[src/rtl/fpx_pkg.sv]
// Package: shared widths, flag bit positions and the per-operation status record.
// Assumes the field bit order invalid, overflow, underflow, divide-by-zero, inexact (MSB..LSB).
package fpx_pkg;
    localparam int FLAG_W = 5;
    localparam int B_INV  = 4;
    localparam int B_OVF  = 3;
    localparam int B_UNF  = 2;
    localparam int B_DZ   = 1;
    localparam int B_NX   = 0;

    typedef logic [FLAG_W-1:0] flags_t;

    typedef struct packed {
        logic tiny;
        logic zero;
        logic inexact;
        logic ovf;
        logic inv;
        logic dvd_zero;
        logic dvs_zero;
    } op_status_t;
endpackage

[src/rtl/fpx_classify.sv]
// Module: turns the raw status of one finished operation into five condition flags.
// Assumes the divide operand class inputs are only raised for divide operations and
// that a nonzero dividend is finite; purely combinational.
module fpx_classify
    import fpx_pkg::*;
(
    input  op_status_t st,
    input  logic       unf_trap_en,
    output flags_t     flags
);
    logic tiny_counts;
    logic zero_by_zero;

    // Underflow rule: the trap-enable mode counts any tiny result, the other needs inexactness too.
    always_comb begin
        if (st.zero)
            tiny_counts = 1'b0;
        else if (unf_trap_en)
            tiny_counts = st.tiny;
        else
            tiny_counts = st.tiny & st.inexact;
    end

    // Divide classes: zero by zero is invalid, nonzero by zero is divide-by-zero.
    always_comb begin
        zero_by_zero      = st.dvd_zero & st.dvs_zero;
        flags             = '0;
        flags[B_INV]      = st.inv | zero_by_zero;
        flags[B_OVF]      = st.ovf;
        flags[B_UNF]      = tiny_counts;
        flags[B_DZ]       = st.dvs_zero & ~st.dvd_zero;
        flags[B_NX]       = st.inexact;
    end
endmodule

[src/rtl/fpx_trap_gen.sv]
// Module: decides whether an operation's new flags hit an enabled trap.
// Assumes fire marks a cycle in which an operation is actually committed; combinational.
module fpx_trap_gen
    import fpx_pkg::*;
(
    input  flags_t flags,
    input  flags_t mask,
    input  logic   fire,
    output logic   trap_hit
);
    flags_t hit_vec;

    // One enable gate per condition.
    for (genvar i = 0; i < FLAG_W; i++) begin : g_gate
        assign hit_vec[i] = flags[i] & mask[i];
    end

    // Any enabled condition on a committed operation requests a trap.
    always_comb trap_hit = fire & (|hit_vec);
endmodule

[src/rtl/fpx_flag_regs.sv]
// Module: holds the current field, accrued field, mask and the trap pulse register.
// Assumes sw_we has priority over op_done; accrual is suppressed on a trapping operation.
module fpx_flag_regs
    import fpx_pkg::*;
(
    input  logic   clk,
    input  logic   rst_n,
    input  logic   sw_we,
    input  flags_t sw_cur,
    input  flags_t sw_acc,
    input  flags_t sw_mask,
    input  logic   op_commit,
    input  flags_t new_flags,
    input  logic   trap_hit,
    output flags_t cur_q,
    output flags_t acc_q,
    output flags_t mask_q,
    output logic   trap_q
);
    // Current field and mask: software load first, then operation overwrite.
    always_ff @(posedge clk) begin
        if (!rst_n) begin
            cur_q  <= '0;
            mask_q <= '0;
        end else if (sw_we) begin
            cur_q  <= sw_cur;
            mask_q <= sw_mask;
        end else if (op_commit) begin
            cur_q  <= new_flags;
        end
    end

    // Accrued field: one sticky cell per condition.
    for (genvar i = 0; i < FLAG_W; i++) begin : g_acc
        always_ff @(posedge clk) begin
            if (!rst_n)
                acc_q[i] <= 1'b0;
            else if (sw_we)
                acc_q[i] <= sw_acc[i];
            else if (op_commit && !trap_hit)
                acc_q[i] <= acc_q[i] | new_flags[i];
        end
    end

    // Trap pulse register: high for the cycle after a trapping operation.
    always_ff @(posedge clk) begin
        if (!rst_n)
            trap_q <= 1'b0;
        else
            trap_q <= trap_hit;
    end

    AST_ACC_KEPT_ON_TRAP: assert property (@(posedge clk) disable iff (!rst_n)
        trap_q |-> acc_q == $past(acc_q));
    AST_ACC_STICKY: assert property (@(posedge clk) disable iff (!rst_n)
        !sw_we |=> ((acc_q & $past(acc_q)) == $past(acc_q)));
    AST_CUR_HOLD: assert property (@(posedge clk) disable iff (!rst_n)
        (!sw_we && !op_commit) |=> $stable(cur_q));
endmodule

[src/rtl/fpx_flag_ctrl.sv]
// Module: top of the floating-point exception flag and trap controller.
// Assumes one status record per op_done strobe; trap_req follows one cycle later.
module fpx_flag_ctrl
    import fpx_pkg::*;
(
    input  logic             clk,
    input  logic             rst_n,
    input  logic             op_done,
    input  logic             op_tiny,
    input  logic             op_zero,
    input  logic             op_inexact,
    input  logic             op_overflow,
    input  logic             op_invalid,
    input  logic             op_dividend_zero,
    input  logic             op_divisor_zero,
    input  logic             sw_we,
    input  logic [4:0]       sw_cur,
    input  logic [4:0]       sw_acc,
    input  logic [4:0]       sw_mask,
    output logic [4:0]       cur_flags,
    output logic [4:0]       acc_flags,
    output logic [4:0]       trap_mask,
    output logic             trap_req
);
    op_status_t st;
    flags_t     new_flags;
    logic       op_commit;
    logic       trap_hit;

    // Pack the status pins and qualify the completion with software priority.
    always_comb begin
        st        = '{tiny: op_tiny, zero: op_zero, inexact: op_inexact, ovf: op_overflow,
                      inv: op_invalid, dvd_zero: op_dividend_zero, dvs_zero: op_divisor_zero};
        op_commit = op_done & ~sw_we;
    end

    fpx_classify u_classify (
        .st          (st),
        .unf_trap_en (trap_mask[B_UNF]),
        .flags       (new_flags)
    );

    fpx_trap_gen u_trap (
        .flags    (new_flags),
        .mask     (trap_mask),
        .fire     (op_commit),
        .trap_hit (trap_hit)
    );

    fpx_flag_regs u_regs (
        .clk       (clk),
        .rst_n     (rst_n),
        .sw_we     (sw_we),
        .sw_cur    (sw_cur),
        .sw_acc    (sw_acc),
        .sw_mask   (sw_mask),
        .op_commit (op_commit),
        .new_flags (new_flags),
        .trap_hit  (trap_hit),
        .cur_q     (cur_flags),
        .acc_q     (acc_flags),
        .mask_q    (trap_mask),
        .trap_q    (trap_req)
    );

    AST_SW_LOADS: assert property (@(posedge clk) disable iff (!rst_n)
        sw_we |=> (cur_flags == $past(sw_cur)) && (acc_flags == $past(sw_acc))
                  && (trap_mask == $past(sw_mask)) && !trap_req);
    AST_TRAP_AFTER_OP: assert property (@(posedge clk) disable iff (!rst_n)
        trap_req |-> ($past(op_done) && !$past(sw_we) && ((cur_flags & trap_mask) != '0)));
    AST_ZERO_NO_UNF: assert property (@(posedge clk) disable iff (!rst_n)
        (op_done && !sw_we && op_zero) |=> !cur_flags[B_UNF]);
    AST_ZERO_BY_ZERO: assert property (@(posedge clk) disable iff (!rst_n)
        (op_done && !sw_we && op_dividend_zero && op_divisor_zero)
            |=> cur_flags[B_INV] && !cur_flags[B_DZ]);
    AST_OVF_COPY: assert property (@(posedge clk) disable iff (!rst_n)
        (op_done && !sw_we) |=> cur_flags[B_OVF] == $past(op_overflow));
endmodule

[config.mk]
export PLATFORM = sky130hd
export DESIGN_NAME = fpx_flag_ctrl
export DESIGN_NICKNAME = d
export VERILOG_FILES = /design/src/rtl/fpx_pkg.sv /design/src/rtl/fpx_classify.sv /design/src/rtl/fpx_trap_gen.sv /design/src/rtl/fpx_flag_regs.sv /design/src/rtl/fpx_flag_ctrl.sv
export SDC_FILE = /design/constraint.sdc
export NUM_CORES = 1
export LEC_CHECK = 0
export BUFFER_PORTS_ARGS = -buffer_cell sky130_fd_sc_hd__clkbuf_2
export CORE_ASPECT_RATIO = 0.7
export CORE_MARGIN = 2
export CORE_UTILIZATION = 43
export CTS_CLUSTER_SIZE = 20
export DETAILED_ROUTE_END_ITERATION = 6
export PLACE_DENSITY_LB_ADDON = 0.3
export RECOVER_POWER = 25
export SETUP_SLACK_MARGIN = 0.02
export SYNTH_ARGS = -nofsm -noshare
export SYNTH_HDL_FRONTEND = slang
export SYNTH_HIERARCHICAL = 1
export SYNTH_SLANG_ARGS = --single-unit
[constraint.sdc]
create_clock -name clk -period 2.1 [get_ports clk]
set_clock_uncertainty 0.2 [all_clocks]
set_input_delay 0.21 -clock clk [delete_from_list [all_inputs] [get_ports clk]]
set_output_delay 0.21 -clock clk [all_outputs]
set_load 0.005 [all_outputs]
==> results.txt <==
critical path cell sequence: nor2_1 > nor3b_2 > a22oi_1 > a21boi_2 > and3b_2 > o311a_1
total number of vias: 697
antenna viol nets, final: 0
XOR/XNOR Fraction of Synth Area: 0%
Worst EP required: 2.07 ns
Post-Syn Area: 816 µm²
R2R Setup Slk: 0.19 ns
Tot Pwr: 0.620 mW
Cells after Synth: 72
Adder-Cell Fraction of Synth Area: 0%
Slew Limit Fails: 0
Num CTS Buffers: 3
Crit Path Category: reg -> reg
number of synthesized register bits: 16
# diodes: 0
layout cell share with drive strength beyond 1: 49.1%
slowest stage delay, CP: 0.39 ns
FF-to-FF Start: u_regs/mask_q[2]
Area growth, synth to finish: 30.2%
Post-synth top cells: 16 x dfxtp_1, 10 x nand2b_1, 6 x nor2b_1
P per Cell Area: 584 nW/µm²
CP Buf/Inv Count: 0
Synth Area in Simple Gates: 22.9%
row cnt: 13
Synth Area in Compound Gates: 16.3%
endpoints failing setup: 0
Post-Syn Area per Cell: 11.3 µm²
Startpoint Class: register
top-level I/O count: 42
CTS clk-pin slew, worst paths: 0.08 ns
Hold Path Sink: u_regs/mask_q[2]
DR pass1 iterations: 4
Yosys cell types: 19
die area: 2270 µm²
CTS root buf: clkbuf_4
H-tree levels: 1
Slew Limit Headroom: 23.7%
global route overflow: 0
RD Place Congestion: 0.697
Worst Hold Class: in -> reg
CP Max Fanout: 6
Detailed Route WL: 1.90 mm
Leak: 0.569 nW
Sequential Area: 320 µm²
DIE HEIGHT: 40.4 µm
Critical-path top delay cell: dfxtp_1
Post-synth ARST share: 0%
share of the synthesized area in the top cell type: 39.3%
Sink Count: 16
CTS tree: done
FMAX: 0.523 GHz
Worst Hold Launch: sw_mask[2]
vias per cell: 5.13
post-route setup slack: 0.189 ns
area of the multi-input gates: 448 µm²
setup_tns: 0 ns
Synthesized Nets: 98
hold depth: 3
number of global-route vias before repair: 599
Residual DRC: 0
CP endpoint kind: register
Synth area leaders: dfxtp_1 39%, mux2_4 9.2%, nand2b_1 7.7%, and3b_2 6.1%, mux2i_1 6.1%
pre-CTS WS: 0.103 ns
dpl hpwl: 1.46 mm
final count of hold timing violations: 0
chip width: 56.1 µm
Max Cap Viol: 0
Worst-Margin Slew: 1.15 ns
PortBufs: 41
Clock Path Buffers: 2
crit share post-route: 91.0%
core area: 1820 µm²
worst path arrival time: 1.88 ns
initial antenna violation count: 0
top_reg_cell synth: dfxtp_1
Final Util: 58.3%
GRT Resource Usage Total: 17.1%
post-synthesis mux area share: 15.3%
first-pass GRT wire length: 2.77 mm
sequential fraction of the synthesis area: 39.3%
outcome: completed
VDD IR max: 421 µV
fillers: 188
largest family of logic cells by synthesized area: simple AND/OR/NAND/NOR gates
worst r2r path cells: 6
Final #Nets: 142
Reg-to-Reg End: u_regs/acc_q[0]
cell with the most instances after synthesis: dfxtp_1
cell taking the most area after synthesis: dfxtp_1
Initial Utilization: 44.8%
RSZ-0062 raised after global routing: false
wire per inst: 13.9 µm
Tmin final: 1.91 ns
clk_lat worst skew: 0.28 ns
CP delay by family, top: compound AO/OA/AOI/OAI gates
1st-iter DRT viols: 12
Post-synth EDFFs: 0
largest net degree at the start of global routing: 26
Ys Warns: 6
==> worst register-to-register path: cells and delay by family, from the launching register on <==
kind | cells | cell delay [ns]
flip-flops | 1 | 0.39
AO/OA/AOI/OAI | 3 | 0.68
AND/OR/NAND/NOR | 3 | 0.55
==> cell usage in the layout (no fill, tap or decap) <==
cell	netlist	final
buf_4	4	1
a21o_1	1	1
a222oi_1	1	1
clkbuf_2	0	39
a21boi_2	0	1
a22oi_1	1	1
dlygate4sd3_1	0	3
nand2b_1	10	10
o211a_1	5	5
nor2b_1	6	6
and2_1	1	1
o311a_1	5	5
dfxtp_1	16	16
and3b_2	5	5
mux2i_1	5	5
nor2_1	1	1
clkbuf_1	0	3
nor3b_2	1	1
clkbuf_4	0	3
mux2_4	5	5
nor2b_4	1	1
==> flip-flops by register name (all words and copies together), names as in the netlist <==
register,flops
u_regs/trap_q,1
u_regs/cur_q,5
u_regs/mask_q,5
u_regs/acc_q,5
==> worst max-delay path by stage <==
stage	start	to	slack [ns]	cells past startpoint
after floorplan	u_regs/mask_q[2]	u_regs/acc_q[0]	0.32	7
after global placement	u_regs/mask_q[2]	u_regs/acc_q[2]	0.25	6
after detailed placement	u_regs/mask_q[2]	u_regs/acc_q[1]	0.10	6
after CTS	u_regs/mask_q[2]	u_regs/acc_q[2]	0.08	6
after global routing	u_regs/mask_q[2]	u_regs/acc_q[3]	0.1	6
final	u_regs/mask_q[2]	u_regs/acc_q[0]	0.19	6
==> timing repair <==
action | CTS | global route
setup buffers | 0 | 0
resized for setup | 0 | 1
hold buffers | 3 | 0
endpoints found under the setup margin | 0 | 5
endpoints found under the hold margin | 3 | 0
==> power by group <==
part / internal (mW) / leakage [nW] / switching (mW)
sequential: 0.324 / 0.133 / 0.0124
clock: 0.0665 / 0.0138 / 0.0860
combinational: 0.0781 / 0.422 / 0.0533
total: 0.469 / 0.569 / 0.152
==> kinds of logic after synthesis <==
logic type | after synthesis
flip-flops | 16
AO/OA/AOI/OAI | 14
multiplexers | 10
AND/OR/NAND/NOR | 25
buffers and inverters | 7
==> metrics by stage <==
step / area (µm²) / hold WS (ns) / std cells
6_report: 1060 / 0.0252 / 136
5_1_grt: 1060 / 0.0355 / 136
4_1_cts: 1060 / 0.0248 / 136
3_5_place_dp: 1010 / 0.282 / 130
3_3_place_gp: 1010 / 0.267 / 130
2_1_floorplan: 816 / 0.137 / 72
==> cell type report <==
cell class / count / share of cell area [%]
multi-input cells: 49 / 42.2
flip-flops and latches: 16 / 30.2
repair buffers: 46 / 23.0
well taps: 22 / 2.59
clock buffers: 3 / 2.12
==> routing by layer <==
| metal | global-route usage [%] | routed length (µm) | vias up |
|---|---|---|---|
| met5 | 0 | 0 | - |
| met4 | 1.79 | 4 | 0 |
| met3 | 6.77 | 121 | 2 |
| met2 | 32.9 | 957 | 24 |
| met1 | 19.2 | 812 | 323 |
| li1 | - | - | 348 |
Power figures use the tool's default switching activity.
